## src/rtl/gk_pkg.sv

```systemverilog
package gk_pkg;

   typedef enum logic [2:0] {
      ST_READ,
      ST_CHECK,
      ST_KEYTAG,
      ST_IMGTAG,
      ST_OPEN,
      ST_SHUT
   } gk_state_e;

   localparam logic [3:0] FC_PASS    = 4'd0;
   localparam logic [3:0] FC_MAGIC   = 4'd1;
   localparam logic [3:0] FC_VERSION = 4'd2;
   localparam logic [3:0] FC_POLICY  = 4'd3;
   localparam logic [3:0] FC_TEXT    = 4'd4;
   localparam logic [3:0] FC_DATA    = 4'd5;
   localparam logic [3:0] FC_OVERLAP = 4'd6;
   localparam logic [3:0] FC_FLAGS   = 4'd7;
   localparam logic [3:0] FC_WRAPKEY = 4'd8;
   localparam logic [3:0] FC_KEYTAG  = 4'd9;
   localparam logic [3:0] FC_IMGTAG  = 4'd10;

   // header word positions that the checks decode
   localparam int W_MAGIC   = 0;
   localparam int W_VERSION = 1;
   localparam int W_FEAT    = 2;
   localparam int W_POLICY  = 3;
   localparam int W_TEXT    = 4;
   localparam int W_WKEY    = 12;
   localparam int W_KTAG    = 16;
   localparam int W_ITAG    = 20;
   localparam int W_DATA    = 28;
   localparam int W_DFLAG   = 31;

endpackage

```

## src/rtl/gk_hdr_store.sv

```systemverilog
module gk_hdr_store #(
   parameter int WORD_W    = 32,
   parameter int HDR_WORDS = 32,
   parameter int ADDR_W    = 10
) (
   input  logic              clk,
   input  logic              rst_n,
   input  logic              run,
   output logic              mem_rd_en,
   output logic [ADDR_W-1:0] mem_addr,
   input  logic [WORD_W-1:0] mem_rdata,
   output logic [WORD_W-1:0] words_o [HDR_WORDS],
   output logic              loaded_o
);

   localparam int IDX_W = $clog2(HDR_WORDS);
   localparam int CNT_W = IDX_W + 1;
   localparam logic [CNT_W-1:0] CNT_END  = CNT_W'(HDR_WORDS);
   localparam logic [IDX_W-1:0] IDX_LAST = IDX_W'(HDR_WORDS - 1);

   logic [CNT_W-1:0]  issue_q;
   logic              cap_pend_q;
   logic [IDX_W-1:0]  cap_idx_q;
   logic              loaded_q;
   logic [WORD_W-1:0] word_q [HDR_WORDS];

   assign mem_rd_en = run && (issue_q < CNT_END);
   assign mem_addr  = ADDR_W'(issue_q);

   always_ff @(posedge clk or negedge rst_n) begin
      if (!rst_n) begin
         issue_q    <= '0;
         cap_pend_q <= 1'b0;
         cap_idx_q  <= '0;
      end else begin
         cap_pend_q <= mem_rd_en;
         cap_idx_q  <= issue_q[IDX_W-1:0];
         if (mem_rd_en) issue_q <= issue_q + 1'b1;
      end
   end

   always_ff @(posedge clk or negedge rst_n) begin
      if (!rst_n) begin
         for (int i = 0; i < HDR_WORDS; i++) word_q[i] <= '0;
         loaded_q <= 1'b0;
      end else if (cap_pend_q) begin
         word_q[cap_idx_q] <= mem_rdata;
         if (cap_idx_q == IDX_LAST) loaded_q <= 1'b1;
      end
   end

   assign words_o  = word_q;
   assign loaded_o = loaded_q;


   addr_step_chk: assert property (@(posedge clk) disable iff (!rst_n)
      ($past(rst_n) && $past(mem_rd_en) && mem_rd_en) |-> (mem_addr == $past(mem_addr) + 1'b1));


   addr_range_chk: assert property (@(posedge clk) disable iff (!rst_n)
      mem_rd_en |-> (mem_addr < ADDR_W'(HDR_WORDS)));


   load_after_last_chk: assert property (@(posedge clk) disable iff (!rst_n)
      $rose(loaded_o) |-> $past(cap_pend_q));

endmodule

```

## src/rtl/gk_field_check.sv

```systemverilog
module gk_field_check
   import gk_pkg::*;
#(
   parameter int          WORD_W      = 32,
   parameter int          HDR_WORDS   = 32,
   parameter int          IMG_WORDS   = 1024,
   parameter logic [31:0] MAGIC       = 32'hC0DE_5EA1,
   parameter logic [31:0] VERSION     = 32'h0000_0003,
   parameter logic [31:0] POLICY_MASK = 32'h0000_00FF,
   parameter logic [31:0] FLAG_MASK   = 32'h0000_FFFF,
   parameter logic [31:0] DFLAG_MASK  = 32'h0000_000F
) (
   input  logic [WORD_W-1:0] words [HDR_WORDS],
   output logic [3:0]        code_o
);

   localparam int SUM_W = WORD_W + 1;
   localparam logic [SUM_W-1:0] LO_BOUND = SUM_W'(HDR_WORDS);
   localparam logic [SUM_W-1:0] HI_BOUND = SUM_W'(IMG_WORDS);
   localparam int NREG = 2;

   logic [NREG-1:0]   region_ok;
   logic [WORD_W-1:0] r_start [NREG];
   logic [WORD_W-1:0] r_stop  [NREG];

   for (genvar r = 0; r < NREG; r++) begin : g_region
      localparam int BASE = (r == 0) ? W_TEXT : W_DATA;
      logic [SUM_W-1:0] s_ext, c_ext, e_ext, sum;
      assign s_ext = {1'b0, words[BASE]};
      assign c_ext = {1'b0, words[BASE+1]};
      assign e_ext = {1'b0, words[BASE+2]};
      assign sum   = s_ext + c_ext;
      assign region_ok[r] = (sum == e_ext) && (s_ext >= LO_BOUND) && (e_ext <= HI_BOUND);
      assign r_start[r] = words[BASE];
      assign r_stop[r]  = words[BASE+2];
   end

   logic overlap;
   assign overlap = (r_start[0] < r_stop[1]) && (r_start[1] < r_stop[0]);

   logic [4*WORD_W-1:0] wkey;
   for (genvar k = 0; k < 4; k++) begin : g_wkey
      assign wkey[k*WORD_W +: WORD_W] = words[W_WKEY+k];
   end

   logic magic_bad, version_bad, policy_bad, flags_bad, wkey_bad;
   assign magic_bad   = words[W_MAGIC] != MAGIC;
   assign version_bad = words[W_VERSION] != VERSION;
   assign policy_bad  = (words[W_POLICY] & ~POLICY_MASK) != '0;
   assign flags_bad   = ((words[W_FEAT] & ~FLAG_MASK) != '0) ||
                        ((words[W_DFLAG] & ~DFLAG_MASK) != '0);
   assign wkey_bad    = (wkey == '0) || (&wkey);

   always_comb begin
      if      (magic_bad)     code_o = FC_MAGIC;
      else if (version_bad)   code_o = FC_VERSION;
      else if (policy_bad)    code_o = FC_POLICY;
      else if (!region_ok[0]) code_o = FC_TEXT;
      else if (!region_ok[1]) code_o = FC_DATA;
      else if (overlap)       code_o = FC_OVERLAP;
      else if (flags_bad)     code_o = FC_FLAGS;
      else if (wkey_bad)      code_o = FC_WRAPKEY;
      else                    code_o = FC_PASS;
   end

endmodule

```

## src/rtl/gk_tag_cmp.sv

```systemverilog
module gk_tag_cmp #(
   parameter int WORD_W    = 32,
   parameter int TAG_WORDS = 4
) (
   input  logic [TAG_WORDS*WORD_W-1:0] got,
   input  logic [TAG_WORDS*WORD_W-1:0] want,
   output logic                        match
);

   logic [TAG_WORDS-1:0] lane_eq;

   for (genvar i = 0; i < TAG_WORDS; i++) begin : g_lane
      assign lane_eq[i] = got[i*WORD_W +: WORD_W] == want[i*WORD_W +: WORD_W];
   end

   assign match = &lane_eq;

endmodule

```

## src/rtl/image_gatekeeper.sv

```systemverilog
module image_gatekeeper
   import gk_pkg::*;
#(
   parameter int          WORD_W      = 32,
   parameter int          HDR_WORDS   = 32,
   parameter int          IMG_WORDS   = 1024,
   parameter int          TAG_WORDS   = 4,
   parameter logic [31:0] MAGIC       = 32'hC0DE_5EA1,
   parameter logic [31:0] VERSION     = 32'h0000_0003,
   parameter logic [31:0] POLICY_MASK = 32'h0000_00FF,
   parameter logic [31:0] FLAG_MASK   = 32'h0000_FFFF,
   parameter logic [31:0] DFLAG_MASK  = 32'h0000_000F,
   localparam int         ADDR_W      = $clog2(IMG_WORDS),
   localparam int         TAG_W       = TAG_WORDS * WORD_W
) (
   input  logic              clk,
   input  logic              rst_n,
   output logic              mem_rd_en,
   output logic [ADDR_W-1:0] mem_addr,
   input  logic [WORD_W-1:0] mem_rdata,
   output logic              tag_ready,
   output logic              tag_sel,
   input  logic              tag_valid,
   input  logic [TAG_W-1:0]  tag_value,
   output logic              unlock,
   output logic              locked,
   output logic [3:0]        fail_code
);

   if (WORD_W != 32) begin : g_bad_word
      $error("image_gatekeeper: header layout needs 32-bit words");
   end
   if (HDR_WORDS != 32) begin : g_bad_hdr
      $error("image_gatekeeper: header layout needs 32 words");
   end
   if (TAG_WORDS != 4) begin : g_bad_tag
      $error("image_gatekeeper: tags are four words");
   end
   if (IMG_WORDS <= HDR_WORDS || (1 << ADDR_W) != IMG_WORDS) begin : g_bad_img
      $error("image_gatekeeper: image size must be a power of two above the header");
   end

   gk_state_e         state_q;
   logic [3:0]        fail_q;
   logic [WORD_W-1:0] hdr_w [HDR_WORDS];
   logic              hdr_loaded;
   logic [3:0]        field_code;
   logic [TAG_W-1:0]  exp_key, exp_img, exp_sel;
   logic              tag_match;

   gk_hdr_store #(
      .WORD_W   (WORD_W),
      .HDR_WORDS(HDR_WORDS),
      .ADDR_W   (ADDR_W)
   ) u_store (
      .clk      (clk),
      .rst_n    (rst_n),
      .run      (state_q == ST_READ),
      .mem_rd_en(mem_rd_en),
      .mem_addr (mem_addr),
      .mem_rdata(mem_rdata),
      .words_o  (hdr_w),
      .loaded_o (hdr_loaded)
   );

   gk_field_check #(
      .WORD_W     (WORD_W),
      .HDR_WORDS  (HDR_WORDS),
      .IMG_WORDS  (IMG_WORDS),
      .MAGIC      (MAGIC),
      .VERSION    (VERSION),
      .POLICY_MASK(POLICY_MASK),
      .FLAG_MASK  (FLAG_MASK),
      .DFLAG_MASK (DFLAG_MASK)
   ) u_fields (
      .words (hdr_w),
      .code_o(field_code)
   );

   for (genvar i = 0; i < TAG_WORDS; i++) begin : g_expect
      assign exp_key[i*WORD_W +: WORD_W] = hdr_w[W_KTAG+i];
      assign exp_img[i*WORD_W +: WORD_W] = hdr_w[W_ITAG+i];
   end

   assign exp_sel = (state_q == ST_IMGTAG) ? exp_img : exp_key;

   gk_tag_cmp #(
      .WORD_W   (WORD_W),
      .TAG_WORDS(TAG_WORDS)
   ) u_tag (
      .got  (tag_value),
      .want (exp_sel),
      .match(tag_match)
   );

   always_ff @(posedge clk or negedge rst_n) begin
      if (!rst_n) begin
         state_q <= ST_READ;
         fail_q  <= FC_PASS;
      end else begin
         case (state_q)
            ST_READ: if (hdr_loaded) state_q <= ST_CHECK;
            ST_CHECK: begin
               if (field_code != FC_PASS) begin
                  state_q <= ST_SHUT;
                  fail_q  <= field_code;
               end else begin
                  state_q <= ST_KEYTAG;
               end
            end
            ST_KEYTAG: begin
               if (tag_valid) begin
                  if (tag_match) begin
                     state_q <= ST_IMGTAG;
                  end else begin
                     state_q <= ST_SHUT;
                     fail_q  <= FC_KEYTAG;
                  end
               end
            end
            ST_IMGTAG: begin
               if (tag_valid) begin
                  if (tag_match) begin
                     state_q <= ST_OPEN;
                  end else begin
                     state_q <= ST_SHUT;
                     fail_q  <= FC_IMGTAG;
                  end
               end
            end
            ST_OPEN: state_q <= ST_OPEN;
            ST_SHUT: state_q <= ST_SHUT;
            default: begin
               state_q <= ST_SHUT;
               fail_q  <= FC_MAGIC;
            end
         endcase
      end
   end

   assign tag_ready = (state_q == ST_KEYTAG) || (state_q == ST_IMGTAG);
   assign tag_sel   = (state_q == ST_IMGTAG);
   assign unlock    = (state_q == ST_OPEN);
   assign locked    = (state_q == ST_SHUT);
   assign fail_code = fail_q;


   excl_out_chk: assert property (@(posedge clk) disable iff (!rst_n)
      !(unlock && locked));


   lock_sticky_chk: assert property (@(posedge clk) disable iff (!rst_n)
      locked |=> (locked && $stable(fail_code)));


   open_sticky_chk: assert property (@(posedge clk) disable iff (!rst_n)
      unlock |=> (unlock && fail_code == FC_PASS));


   code_lock_chk: assert property (@(posedge clk) disable iff (!rst_n)
      (fail_code != FC_PASS) |-> locked);


   tag_gate_chk: assert property (@(posedge clk) disable iff (!rst_n)
      tag_ready |-> (hdr_loaded && field_code == FC_PASS));


   tag_wait_chk: assert property (@(posedge clk) disable iff (!rst_n)
      (tag_ready && !tag_valid) |=> (tag_ready && $stable(tag_sel)));


   open_path_chk: assert property (@(posedge clk) disable iff (!rst_n)
      $rose(unlock) |-> $past(tag_valid && tag_ready && tag_sel));

endmodule

```

## config.mk

```make
export PLATFORM = sky130hd
export DESIGN_NAME = image_gatekeeper
export DESIGN_NICKNAME = d
export VERILOG_FILES = /design/src/rtl/gk_pkg.sv /design/src/rtl/gk_hdr_store.sv /design/src/rtl/gk_field_check.sv /design/src/rtl/gk_tag_cmp.sv /design/src/rtl/image_gatekeeper.sv
export SDC_FILE = /design/constraint.sdc
export NUM_CORES = 1
export LEC_CHECK = 0
export CORE_MARGIN = 10
export CORE_UTILIZATION = 56
export DETAILED_ROUTE_END_ITERATION = 12
export PLACE_DENSITY = 0.71
export SLEW_MARGIN = 40
export SYNTH_ARGS = -nofsm -noshare
export SYNTH_HDL_FRONTEND = slang
export SYNTH_HIERARCHICAL = 1
export SYNTH_SLANG_ARGS = --single-unit
```

## constraint.sdc

```tcl
create_clock -name clk -period 5.68 [get_ports clk]
set_input_delay 1.136 -clock clk [delete_from_list [all_inputs] [get_ports clk]]
set_output_delay 1.136 -clock clk [all_outputs]
set_load 0.005 [all_outputs]
```

==> impl_metrics.yaml <==
run_status:
  status: "completed"
routing:
  ant_nets: 0
  drtIter0Drc: 2193
  vias: 28100
  wl_per_cell_um: 29.8
  vias_per_cell: 6.43
  drtPass1Iterations: 6
  totalWireLength_um: 130000
  drc_errors: 0
yosys:
  synthCells: 3266
  synth_area_mm2: 0.0394
  ys_warn_count: 6
  synth.avg_cell_area_um2: 12.0
pwr:
  clockPowerShare_pct: 43.2
  irDropWorstVdd_mv: 0.305
  p_sw_mw: 3.13
  swShare_pct: 26.0
  p_per_area_mw_per_mm2: 270
  power_frac_seq_pct: 45.4
  p_leak_nw: 19.4
  intPower_mw: 8.88
  combPwrFrac_pct: 11.4
critical_path:
  crit_path_max_fanout: 27
  crit_required_ns: 6.22
  crit_start: "state_q[1]"
  worst_setup_path_start_kind: "register"
  rr_startpoint: "state_q[1]"
  end_kind: "register"
  arrival_ns: 5.74
  crit_type: "reg -> reg"
cts:
  cts_buffers: 80
  h-tree-depth: 3
  cts_sinks: 728
  post-cts-setup-buffers: 0
  cts_resized: 0
  cts_tree: "built"
  clk_transition_reported_paths_ns: 0.06
  clock_path_buffers: 3
  cts-root-buf: "clkbuf_16"
  clkLatencyLatePin_ns: 0.64
  cts_hold_buffers: 0
global_route:
  grt_pass1_vias: 29600
  antenna_found_initial: 8
  grt_max_degree: 167
  grt.total_usage_pct: 31.4
  overflow: 0
  grt_pass1_wl_um: 193000
layout:
  finalNetCount: 3659
  layout-drive-gt1-share_pct: 32.1
  layout_commonest_cell: "mux2_2"
  finalNonFillerCells: 4370
  area_growth_pct: 12.9
  final_cell_mix: "mux2_2 (731), dfrtp_1 (728), xnor2_1 (188), clkdlybuf4s50_1 (154), nand4_1 (148)"
  final_area_mm2: 0.0444
timing:
  layout_min_cycle_time_ns: 5.19
  fmax_mhz: 193
  fin_crit_sh_pct: 91.5
  finalHoldViolCount: 0
  timing.final.ws_setup_ns: 0.485
  worst_slew_pin_slew_ns: 0.910
  setup_viol: 0
  tns_ns: 0
  slew_headroom_pct: 39.3
  rsz0062_at_grt: "no"
  slew_violations: 0
  skew_ns: 0.0254
placement:
  gp_congestion: 0.964
  pre_cts_ws_ns: 0.481
  post_dp_cell_area_mm2: 0.0417
  dp.cells: 4223
  dpl.hpwl_um: 91600
  io_buffers: 177
worst_hold_path:
  hp-class: "reg -> reg"
  min_from: "u_store/loaded_o"
floorplanning:
  initial_core_util_pct: 56.3
  die_w_um: 285
  die_y_um: 285
  dieArea_mm2: 0.0813
  rows: 97
  io-pin-count: 182
  core_mm2: 0.0699
flow_run:
  cap_violations: 0
[final timing paths]
path / depth (start not counted) / slack, ns / endpoint
worst max-delay path: 12 / 0.49 / fail_code[3]
worst min-delay path: 1 / 0.48 / u_store/loaded_o
worst max register to register: 12 / 0.49 / fail_code[3]
worst min register to register: 1 / 0.48 / u_store/loaded_o
max in group asynchronous: 3 / 3.80 / u_store/words_o[438]
min in group asynchronous: 1 / 0.53 / u_store/words_o[838]
[metrics by stage]
step	hold WS, ns	power (mW)	utilization (%)
finish	0.477	12.0	63.5
global route	0.488	12.4	63.5
CTS	0.477	12.1	63.4
detailed placement	0.458	6.88	59.6
global placement	0.441	6.86	59.6
floorplan	0.427	6.24	-
[layer usage]
| layer | global-route usage (%) | share of wire [%] |
|---|---|---|
| met5 | 0 | 0.018 |
| met4 | 14.8 | 5.4 |
| met1 | 38.6 | 40 |
| met3 | 4.74 | 5.1 |
| met2 | 53.8 | 49 |
[final cells by class]
cell class / count / area (um2)
timing repair buffer: 238 / 2230
fill: 5442 / 25500
multi-input combinational: 2240 / 19800
sequential: 728 / 18200
tap: 940 / 1180
inverter: 79 / 297
antenna: 1 / 2.50
clock inverter: 26 / 319
clock buffer: 118 / 2330
[critical path, cell delays in order (launching register included)]
cell,delay (ns)
dfrtp_1,0.60
and3_4,0.60
buf_4,0.55
mux2_2,0.40
xnor2_1,0.49
nand4_1,0.36
nor4_1,0.49
nand4_1,0.15
nor2_1,0.49
and2b_1,0.31
or2_0,0.26
a22oi_2,0.22
o2bb2ai_1,0.13
[power groups by stage]
| stage | Sequential [mW] | Combinational, mW | Clock, mW |
|---|---|---|---|
| after global routing | 5.46 | 1.46 | 5.47 |
| after floorplan | 5.49 | 0.749 | 0 |
| final | 5.45 | 1.37 | 5.19 |
| after detailed placement | 5.54 | 1.34 | 0 |
| after global placement | 5.53 | 1.33 | 0 |
| after CTS | 5.45 | 1.35 | 5.26 |
[sequential cells by signal (all words and copies together), names as in the netlist]
| signal | count |
|---|---|
| u_store/cap_idx_q | 5 |
| u_store/cap_pend_q | 1 |
| fail_code | 4 |
| u_store/words_o | 708 |
| u_store/issue_q | 6 |
| state_q | 3 |
| u_store/loaded_o | 1 |
No activity file was read; power rests on OpenSTA's default activity.
